$ cat src/rtl/pwm_pkg.sv
package pwm_pkg;

    localparam int STEP_W = 16;
    localparam int WORD_W = 32;
    localparam int CODE_W = 2;

    typedef enum logic [0:0] {
        CH_IDLE = 1'b0,
        CH_RUN  = 1'b1
    } ch_state_e;

    typedef struct packed {
        logic [STEP_W-1:0] duty;
        logic [STEP_W-1:0] period;
    } ch_cfg_t;

endpackage

$ cat src/rtl/pwm_regfile.sv
module pwm_regfile
    import pwm_pkg::*;
#(
    parameter int NUM_CH = 4,
    parameter int ADDR_W = 5
) (
    input  logic                           clk,
    input  logic                           rst_n,
    input  logic                           wr_en,
    input  logic [ADDR_W-1:0]              addr,
    input  logic [WORD_W-1:0]              wr_data,
    output logic [WORD_W-1:0]              rd_data,
    output logic [WORD_W-1:0]              ctrl_o,
    output logic [NUM_CH-1:0][WORD_W-1:0]  cfg_o
);

    localparam int IDX_W = ADDR_W - 2;

    logic [IDX_W-1:0]             word_idx;
    logic                         aligned;
    logic [WORD_W-1:0]            ctrl_q;
    logic [NUM_CH-1:0][WORD_W-1:0] cfg_q;

    assign word_idx = addr[ADDR_W-1:2];
    assign aligned  = (addr[1:0] == 2'b00);

    always_ff @(posedge clk) begin
        if (!rst_n) begin
            ctrl_q <= '0;
        end else if (wr_en && aligned && (word_idx == '0)) begin
            ctrl_q <= wr_data;
        end
    end

    for (genvar g = 0; g < NUM_CH; g++) begin : g_cfg
        always_ff @(posedge clk) begin
            if (!rst_n) begin
                cfg_q[g] <= '0;
            end else if (wr_en && aligned && (word_idx == IDX_W'(g + 1))) begin
                cfg_q[g] <= wr_data;
            end
        end
    end

    always_comb begin
        rd_data = '0;
        if (aligned) begin
            if (word_idx == '0) begin
                rd_data = ctrl_q;
            end
            for (int i = 0; i < NUM_CH; i++) begin
                if (word_idx == IDX_W'(i + 1)) begin
                    rd_data = cfg_q[i];
                end
            end
        end
    end

    assign ctrl_o = ctrl_q;
    assign cfg_o  = cfg_q;

    AST_CTRL_WRITE: assert property (@(posedge clk) disable iff (!rst_n)
        (wr_en && aligned && word_idx == '0) |=> (ctrl_o == $past(wr_data)));

    AST_CTRL_HOLD: assert property (@(posedge clk) disable iff (!rst_n)
        !(wr_en && aligned && word_idx == '0) |=> $stable(ctrl_o));

endmodule

$ cat src/rtl/pwm_prescaler.sv
module pwm_prescaler
    import pwm_pkg::*;
#(
    parameter int SUB0_DIV = 8,
    parameter int SUB1_DIV = 64
) (
    input  logic              clk,
    input  logic              rst_n,
    input  logic              clr,
    input  logic [CODE_W-1:0] code,
    output logic              tick
);

    localparam int S0_W = $clog2(SUB0_DIV);
    localparam int S1_W = $clog2(SUB1_DIV);
    localparam logic [S0_W-1:0] S0_LAST = S0_W'(SUB0_DIV - 1);
    localparam logic [S1_W-1:0] S1_LAST = S1_W'(SUB1_DIV - 1);

    logic [S0_W-1:0] s0_q;
    logic [S1_W-1:0] s1_q;
    logic            s0_tick;

    // first stage: either pass every clock or one out of SUB0_DIV
    always_comb begin
        if (clr) begin
            s0_tick = 1'b0;
        end else if (code[0]) begin
            s0_tick = (s0_q == S0_LAST);
        end else begin
            s0_tick = 1'b1;
        end
    end

    // second stage counts first-stage ticks
    always_comb begin
        if (code[1]) begin
            tick = s0_tick && (s1_q == S1_LAST);
        end else begin
            tick = s0_tick;
        end
    end

    always_ff @(posedge clk) begin
        if (!rst_n || clr) begin
            s0_q <= '0;
        end else if (s0_q == S0_LAST) begin
            s0_q <= '0;
        end else begin
            s0_q <= s0_q + 1'b1;
        end
    end

    always_ff @(posedge clk) begin
        if (!rst_n || clr) begin
            s1_q <= '0;
        end else if (s0_tick) begin
            if (s1_q == S1_LAST) begin
                s1_q <= '0;
            end else begin
                s1_q <= s1_q + 1'b1;
            end
        end
    end

    AST_DIV_NO_BACK_TO_BACK: assert property (@(posedge clk) disable iff (!rst_n)
        (tick && code != '0 && $stable(code)) |=> !tick);

    AST_DIV1_EVERY_CLOCK: assert property (@(posedge clk) disable iff (!rst_n)
        (!clr && code == '0) |-> tick);

endmodule

$ cat src/rtl/pwm_channel.sv
module pwm_channel
    import pwm_pkg::*;
#(
    parameter int SUB0_DIV = 8,
    parameter int SUB1_DIV = 64
) (
    input  logic              clk,
    input  logic              rst_n,
    input  logic              en,
    input  logic [CODE_W-1:0] code,
    input  ch_cfg_t           cfg,
    output logic              pwm_o
);

    ch_state_e         st_q, st_d;
    logic [STEP_W-1:0] cnt_q;
    logic [STEP_W-1:0] per_act_q;
    logic [STEP_W-1:0] duty_act_q;
    logic              step_tick;
    logic              last_step;

    pwm_prescaler #(
        .SUB0_DIV (SUB0_DIV),
        .SUB1_DIV (SUB1_DIV)
    ) u_presc (
        .clk   (clk),
        .rst_n (rst_n),
        .clr   (st_q != CH_RUN),
        .code  (code),
        .tick  (step_tick)
    );

    // period 0 wraps through 16'hFFFF, i.e. 65536 steps
    assign last_step = (cnt_q == (per_act_q - 1'b1));

    // state register
    always_ff @(posedge clk) begin
        if (!rst_n) begin
            st_q <= CH_IDLE;
        end else begin
            st_q <= st_d;
        end
    end

    // transitions: start, advance, stop
    always_comb begin
        st_d = st_q;
        unique case (st_q)
            CH_IDLE: if (en)  st_d = CH_RUN;
            CH_RUN:  if (!en) st_d = CH_IDLE;
            default: st_d = CH_IDLE;
        endcase
    end

    // step counter and active configuration
    always_ff @(posedge clk) begin
        if (!rst_n) begin
            cnt_q      <= '0;
            per_act_q  <= '0;
            duty_act_q <= '0;
        end else begin
            unique case (st_q)
                CH_IDLE: begin
                    cnt_q      <= '0;
                    per_act_q  <= cfg.period;
                    duty_act_q <= cfg.duty;
                end
                CH_RUN: begin
                    if (step_tick) begin
                        if (last_step) begin
                            cnt_q      <= '0;
                            per_act_q  <= cfg.period;
                            duty_act_q <= cfg.duty;
                        end else begin
                            cnt_q <= cnt_q + 1'b1;
                        end
                    end
                end
                default: cnt_q <= '0;
            endcase
        end
    end

    // outputs
    always_comb begin
        pwm_o = 1'b0;
        unique case (st_q)
            CH_IDLE: pwm_o = 1'b0;
            CH_RUN:  pwm_o = (cnt_q < duty_act_q);
            default: pwm_o = 1'b0;
        endcase
    end

    AST_DISABLED_LOW: assert property (@(posedge clk) disable iff (!rst_n)
        !en |=> !pwm_o);

    AST_CNT_IN_PERIOD: assert property (@(posedge clk) disable iff (!rst_n)
        (per_act_q != '0) |-> (cnt_q < per_act_q));

    AST_CFG_ONLY_AT_WRAP: assert property (@(posedge clk) disable iff (!rst_n)
        (st_q == CH_RUN && !(step_tick && last_step))
            |=> ($stable(per_act_q) && $stable(duty_act_q)));

    AST_START_AT_ZERO: assert property (@(posedge clk) disable iff (!rst_n)
        (st_q == CH_IDLE) |=> (cnt_q == '0));

endmodule

$ cat src/rtl/quad_pwm_gen.sv
module quad_pwm_gen
    import pwm_pkg::*;
#(
    parameter int NUM_CH   = 4,
    parameter int SUB0_DIV = 8,
    parameter int SUB1_DIV = 64,
    parameter int ADDR_W   = $clog2((NUM_CH + 1) * 4)
) (
    input  logic              clk,
    input  logic              rst_n,
    input  logic              reg_wr,
    input  logic [ADDR_W-1:0] reg_addr,
    input  logic [31:0]       reg_wdata,
    output logic [31:0]       reg_rdata,
    output logic [NUM_CH-1:0] pwm_out
);

    localparam int CODE_BASE = 4;

    logic [WORD_W-1:0]             ctrl;
    logic [NUM_CH-1:0][WORD_W-1:0] cfg_words;

    pwm_regfile #(
        .NUM_CH (NUM_CH),
        .ADDR_W (ADDR_W)
    ) u_regs (
        .clk     (clk),
        .rst_n   (rst_n),
        .wr_en   (reg_wr),
        .addr    (reg_addr),
        .wr_data (reg_wdata),
        .rd_data (reg_rdata),
        .ctrl_o  (ctrl),
        .cfg_o   (cfg_words)
    );

    for (genvar g = 0; g < NUM_CH; g++) begin : g_ch
        ch_cfg_t ch_cfg;
        assign ch_cfg = ch_cfg_t'(cfg_words[g]);

        pwm_channel #(
            .SUB0_DIV (SUB0_DIV),
            .SUB1_DIV (SUB1_DIV)
        ) u_ch (
            .clk   (clk),
            .rst_n (rst_n),
            .en    (ctrl[g]),
            .code  (ctrl[CODE_BASE + CODE_W*g +: CODE_W]),
            .cfg   (ch_cfg),
            .pwm_o (pwm_out[g])
        );
    end

    AST_RESET_LOW: assert property (@(posedge clk)
        !rst_n |=> (pwm_out == '0));

endmodule

$ cat config.mk
export PLATFORM = sky130hd
export DESIGN_NAME = quad_pwm_gen
export DESIGN_NICKNAME = d
export VERILOG_FILES = /design/src/rtl/pwm_pkg.sv /design/src/rtl/pwm_regfile.sv /design/src/rtl/pwm_prescaler.sv /design/src/rtl/pwm_channel.sv /design/src/rtl/quad_pwm_gen.sv
export SDC_FILE = /design/constraint.sdc
export NUM_CORES = 1
export LEC_CHECK = 0
export ABC_CLOCK_PERIOD_IN_PS = 2780
export BUFFER_PORTS_ARGS = -buffer_cell sky130_fd_sc_hd__buf_4
export CAP_MARGIN = 40
export CORE_AREA = 2 2 301 214
export DETAILED_ROUTE_END_ITERATION = 10
export DIE_AREA = 0 0 303 216
export GPL_TIMING_DRIVEN = 0
export PLACE_DENSITY = 0.54
export REMOVE_ABC_BUFFERS = 1
export SYNTH_ARGS = -nofsm -noshare
export SYNTH_HDL_FRONTEND = slang
export SYNTH_SLANG_ARGS = --single-unit
export TNS_END_PERCENT = 5
$ cat constraint.sdc
create_clock -name clk -period 2.78 [get_ports clk]
set_input_delay 0.278 -clock clk [delete_from_list [all_inputs] [get_ports clk]]
set_output_delay 0.278 -clock clk [all_outputs]
set_load 0.05 [all_outputs]
After elaboration in Yosys (flattened, before gate mapping)
Index checks and enable logic that the tools add are counted.
Widths: inputs -> output; s select.
{"block": "word_totals", "word_cells": 168, "regBits": 392, "inputBits": 40}
{"block": "op_classes", "reduce_logical": 25, "n_eq_ne": 24, "muxes": 66, "order_cmp": 4, "n_addsub": 16, "n_bitwise": 4}
{"cell": "$mux 16", "n": 24}
{"cell": "$pmux 16 s2", "n": 12}
{"cell": "$mux 32", "n": 6}
{"cell": "$add 16x1->16 const B", "n": 4}
{"cell": "$eq 16x16->1", "n": 4}
{"cell": "$lt 16x16->1", "n": 4}
{"cell": "$sub 16x1->16 const B", "n": 4}
{"cell": "$add 6x1->6 const B", "n": 4}
{"cell": "$eq 6x6->1 const B", "n": 4}
{"cell": "$mux 6", "n": 4}
{"cell": "$mux 1", "n": 16}
{"cell": "$ne 2x2->1 const B", "n": 8}
{"cell": "$eq 3x3->1 const B", "n": 5}
{"cell": "$add 3x1->3 const B", "n": 4}
{"cell": "$logic_and 1x1->1", "n": 10}
{"cell": "$pmux 1 s2", "n": 4}
{"cell": "$reduce_and 2->1", "n": 4}
{"cell": "$reduce_or 2->1", "n": 4}
{"cell": "$eq 3x2->1 const B", "n": 2}
{"cell": "$logic_or 1x1->1", "n": 4}
{"cell": "$not 1->1", "n": 4}
{"cell": "$eq 3x1->1 const B", "n": 1}
{"cell": "$logic_not 3->1", "n": 1}
{"cell": "$logic_not 2->1", "n": 1}
{"cell": "$logic_not 1->1", "n": 1}

Depth between registers and ports, before layout
{"block": "logic_depth", "word_depth": 7, "depth_mapped": 12, "depth_no_buf": 9}

Cells and area by module
Synthesis repeated with hierarchy kept, for this count alone.
{"block": "unflattened", "cells_unflattened": 2457, "hier_area_um2": 21511.9}
{"mod": "pwm_channel at g_ch[0].u_ch ...", "area_per_inst_um2": 3098.0, "cells_each": 363, "instances": 3}
{"mod": "pwm_regfile", "area_per_inst_um2": 7432.1, "cells_each": 822, "instances": 1}
{"mod": "pwm_channel at g_ch[1].u_ch", "area_per_inst_um2": 3014.1, "cells_each": 358, "instances": 1}
{"mod": "pwm_prescaler", "area_per_inst_um2": 442.9, "cells_each": 47, "instances": 4}

Least setup slack after synthesis
OpenSTA, ideal clock, no wires.
{"block": "synth_path", "path_kind": "register -> register", "from": "register g_ch[1].u_ch.per_act_q[0]", "to": "register g_ch[1].u_ch.duty_act_q[10]", "path_buffers": 3, "arrival_time_ps": 2653, "path_slack_ps": 10, "setup_ps": 117, "stages_incl_launch_ff": 13, "t_required_ps": 2663, "path_cell_list": "dfxtp_1 buf_2 inv_1 ha_1 nor3b_2 nand2_2 or4_1 a211oi_2 o2111ai_2 and2b_4 buf_6 buf_6 a22o_1"}
{"block": "synth_via", "elab_chain_cells": 4}
{"item": "from (decl)", "line": "pwm_channel.sv:17", "rtl": "logic [STEP_W-1:0] per_act_q;"}
{"item": "from (signal assigned)", "line": "pwm_channel.sv:65", "rtl": "per_act_q <= cfg.period;"}
{"item": "from (signal assigned)", "line": "pwm_channel.sv:72", "rtl": "per_act_q <= cfg.period;"}
{"item": "$sub 16x1->16", "line": "pwm_channel.sv:34", "rtl": "assign last_step = (cnt_q == (per_act_q - 1'b1));"}
{"item": "$eq 16x16->1", "line": "pwm_channel.sv:34"}
{"item": "$ne 2x2->1 (no source line)"}
{"item": "$reduce_and 2->1 (no source line)"}
{"item": "to (signal assigned)", "line": "pwm_channel.sv:66", "rtl": "duty_act_q <= cfg.duty;"}
{"item": "to (signal assigned)", "line": "pwm_channel.sv:73", "rtl": "duty_act_q <= cfg.duty;"}
{"item": "to (decl)", "line": "pwm_channel.sv:18", "rtl": "logic [STEP_W-1:0] duty_act_q;"}
No other way between the ends.
A chain may end at the register's enable or synchronous reset.

Worst setup path in the final report
{"block": "layout_path", "from": "register g_ch[1].u_ch.per_act_q[1]", "to": "register g_ch[1].u_ch.per_act_q[1]"}
{"block": "layout_via", "elab_chain_cells": 4}
{"item": "$sub 16x1->16", "line": "pwm_channel.sv:34"}
{"item": "$eq 16x16->1", "line": "pwm_channel.sv:34"}
{"item": "$ne 2x2->1 (no source line)"}
{"item": "$reduce_and 2->1 (no source line)"}
No other way between the ends.

==> reports/results.tsv <==
metric	value	unit
status	finished, violations left	
violations	design-rule violations, negative setup slack	
reg2regPathDepth	11	
syn2layout_area_growth	18.0	%
p_clk_frac	0.478	
dr_total_vias	17599	
yosys.cell_types.count	80	
hold_violations	0	
switching_power	2.79	mW
cp_max_fo	8	
synthAdderAreaFrac	0.0506	
grt_use_total	0.192	
routed_wl	64500	um
layout.nets	2615	
dp_hpwl	46200	um
synth_top_area_frac	0.397	
synth_edf_count	0	
ios	76	
required	3270	ps
die_w	303	um
cp.arrival	3330	ps
min_from	reg_wdata[21]	
vias_per_cell	5.25	
wire_per_inst	19.3	um
leakage	8.28	nW
netlist_instances	2466	
reg2reg_slack	-60	ps
slowest_delay	540	ps
slew_violations	0	
power.density	511	nW/um^2
synth.area.top_cells	dfxtp_1, nand2_1, a21oi_1	
setup_ws	-64.7	ps
path_cells	inv_1, ha_4, nor3b_4, nand2_2, or4_1, a211oi_2, o2111ai_4, a21oi_4, buf_12, clkbuf_16, a22o_1	
synth_ff_type	dfxtp_1	
crit_path_end_kind	flop	
maxCapViolCount	0	
min_period	2840	ps
tritoncts	yes	
syn-cell-area	19800	um^2
worstReg2RegEnd	g_ch[1].u_ch.per_act_q[1]$_SDFFE_PN0P_	
dpl_cell_area	21300	um^2
yosys-top-cells-count	nand2_1, dfxtp_1, a21oi_1	
die_h	216	um
synth_xor_area_frac	0.0739	
start_util	0.317	
syn_area_per_cell	8.03	um^2
setup_viol	33	
final_antenna_net_count	0	
antenna_found_initial	1	
cts_sinks	392	
p_int	9.15	mW
grt_max_degree	113	
overflow	0	
fmax	352	MHz
synth_top_family_by_area	simple AND/OR/NAND/NOR gates	
yosysMostFrequentCell	nand2_1	
switching_share	0.234	
rsz0062_at_grt	yes	
final_area	23400	um^2
setup_tns	-1630	ps
synth_simple_gate_area_frac	0.234	
worst-setup-path-type	flop to flop	
portBuffers	75	
synth_mux_area_frac	0.0552	
synth_compound_area_frac	0.141	
clkLatencyLatePin	550	ps
power_frac_seq	0.475	
core_area	62500	um^2
clockBufferDepth	3	
slowest_stage	or4_1	
place_congestion	0.855	
tightest_slew	862	ps
finalCritPeriodShare	1.02	
hold_path_depth	3	
relSlewSlack	0.426	
cts_buffers	41	
holdPathEnd	u_regs.cfg_o[117]$_SDFFE_PN0P_	
dp_slack	-681	ps
drc	14	
yosysSeqAreaShare	0.397	
drtIter0Drc	1848	
hp-class	input pin to flop	
total_power	11.9	mW
ys_seq_elements	392	
rows	77	
grt_pass1_wl	98100	um
ys_warn_count	0	
combPwrFrac	0.047	
ys_async_sr_fraction	0	
finClkSkew	14.0	ps
die_area	65400	um^2
yosysTopAreaCell	dfxtp_1	
r2r_start	g_ch[1].u_ch.per_act_q[1]$_SDFFE_PN0P_	
start_kind	flop	
first_global_vias	16561	
drive_gt1_frac	0.115	
root_buffer	clkbuf_16	
peakVddDrop	0.407	mV
dr.pass1.iters	9	
htree_levels	2	
path_clk_slew	70	ps
-- power by group through the flow --
stage,combinational [mW],sequential (mW),clock (mW)
2_1_floorplan,0.219,5.78,0
3_3_place_gp,0.481,5.79,0
3_5_place_dp,0.513,5.79,0
4_1_cts,0.527,5.66,5.78
5_1_grt,0.599,5.66,6.01
6_report,0.564,5.66,5.70
-- per-layer routing --
metal	GRT usage	vias to the layer above	part of all wire
met4	0.0391	2	0.016
li1	-	8439	-
met5	0	-	0.00020
met3	0.0401	74	0.089
met1	0.310	8427	0.52
met2	0.252	657	0.38
-- repair_timing --
item	in CTS	in global routing
resized for setup	58	43
endpoints found under the hold margin	2	0
pin swaps	13	16
gates cloned	4	4
hold buffers	1	0
setup endpoints to repair	228	205
buffers inserted	8	12
-- how the worst max path moves through the flow --
stage	startpoint	end	cells past startpoint
2_1_floorplan	reg_addr[2]	u_regs.cfg_o[32]$_SDFFE_PN0P_	4
3_3_place_gp	reg_addr[3]	u_regs.cfg_o[42]$_SDFFE_PN0P_	5
3_5_place_dp	g_ch[0].u_ch.per_act_q[0]$_SDFFE_PN0P_	g_ch[0].u_ch.duty_act_q[5]$_SDFFE_PN0P_	10
4_1_cts	g_ch[2].u_ch.duty_act_q[1]$_SDFFE_PN0P_	pwm_out[2]	9
5_1_grt	g_ch[1].u_ch.per_act_q[1]$_SDFFE_PN0P_	g_ch[1].u_ch.per_act_q[1]$_SDFFE_PN0P_	11
6_report	g_ch[1].u_ch.per_act_q[1]$_SDFFE_PN0P_	g_ch[1].u_ch.per_act_q[1]$_SDFFE_PN0P_	11
-- critical path: cells and delay by family (launching register included) --
kind,cells,cell delay [ps]
AOI/OAI and AO/OA,4,960
and+or+nand+nor,3,880
buffers and inverters,3,420
DFF,1,350
adders and majority gates,1,170
-- through the flow --
stage,hold slack (ps),instances,util
floorplan,405,2317,-
global placement,415,3221,0.332
detailed placement,432,3252,0.340
CTS,0.368,3334,0.368
global route,4.52,3350,0.374
finish,12.7,3351,0.374
-- sequential cells by signal, summed over array words and instances, names as in the netlist --
name	cells
u_regs.cfg_o	128
g_ch.u_ch.cnt_q	64
g_ch.u_ch.u_presc.s1_q	24
u_regs.ctrl_o	32
g_ch.u_ch.st_q	4
g_ch.u_ch.u_presc.s0_q	12
g_ch.u_ch.duty_act_q	64
g_ch.u_ch.per_act_q	64
-- placed cells by master, fill, tap and decap left out, types with 7 or more instances in the layout --
cell,count
clkinv_2,9
o21ai_1,37
o211ai_1,38
and2_1,25
a22o_1,32
nor2_1,173
nor3b_1,11
xnor2_1,76
a211o_1,7
clkbuf_8,10
a21o_1,17
o21ai_0,48
nor2b_1,10
mux2i_1,108
dfxtp_2,13
nand4_1,37
buf_6,12
buf_4,92
inv_1,80
nand3_1,70
and3_1,16
xor2_1,91
nand2b_1,10
clkbuf_16,43
nor3_1,26
buf_12,11
a21oi_1,214
nand3b_1,9
dfxtp_1,375
nand2_1,573
ha_1,76
-- kinds of logic (layout without fill, tap and decap cells) --
| group | after synthesis | after routing |
|---|---|---|
| and+or+nand+nor | 1033 | 1037 |
| AOI/OAI and AO/OA | 453 | 454 |
| DFF | 392 | 392 |
| buffers and inverters | 232 | 282 |
| xor gates and xnor gates | 167 | 167 |
| muxes | 109 | 109 |
| adders and majority gates | 80 | 80 |
| other | 0 | 1 |
-- final cells by class --
type	count	area (um^2)
well taps	829	1040
diodes	1	2.50
fillers	6359	39200
repair buffers	130	1350
multi-input cells	1847	11400
clock inverters	14	176
flip-flops and latches	392	7880
inverters	83	317
clock buffers	55	1180
(Power assumes the default switching activity.)
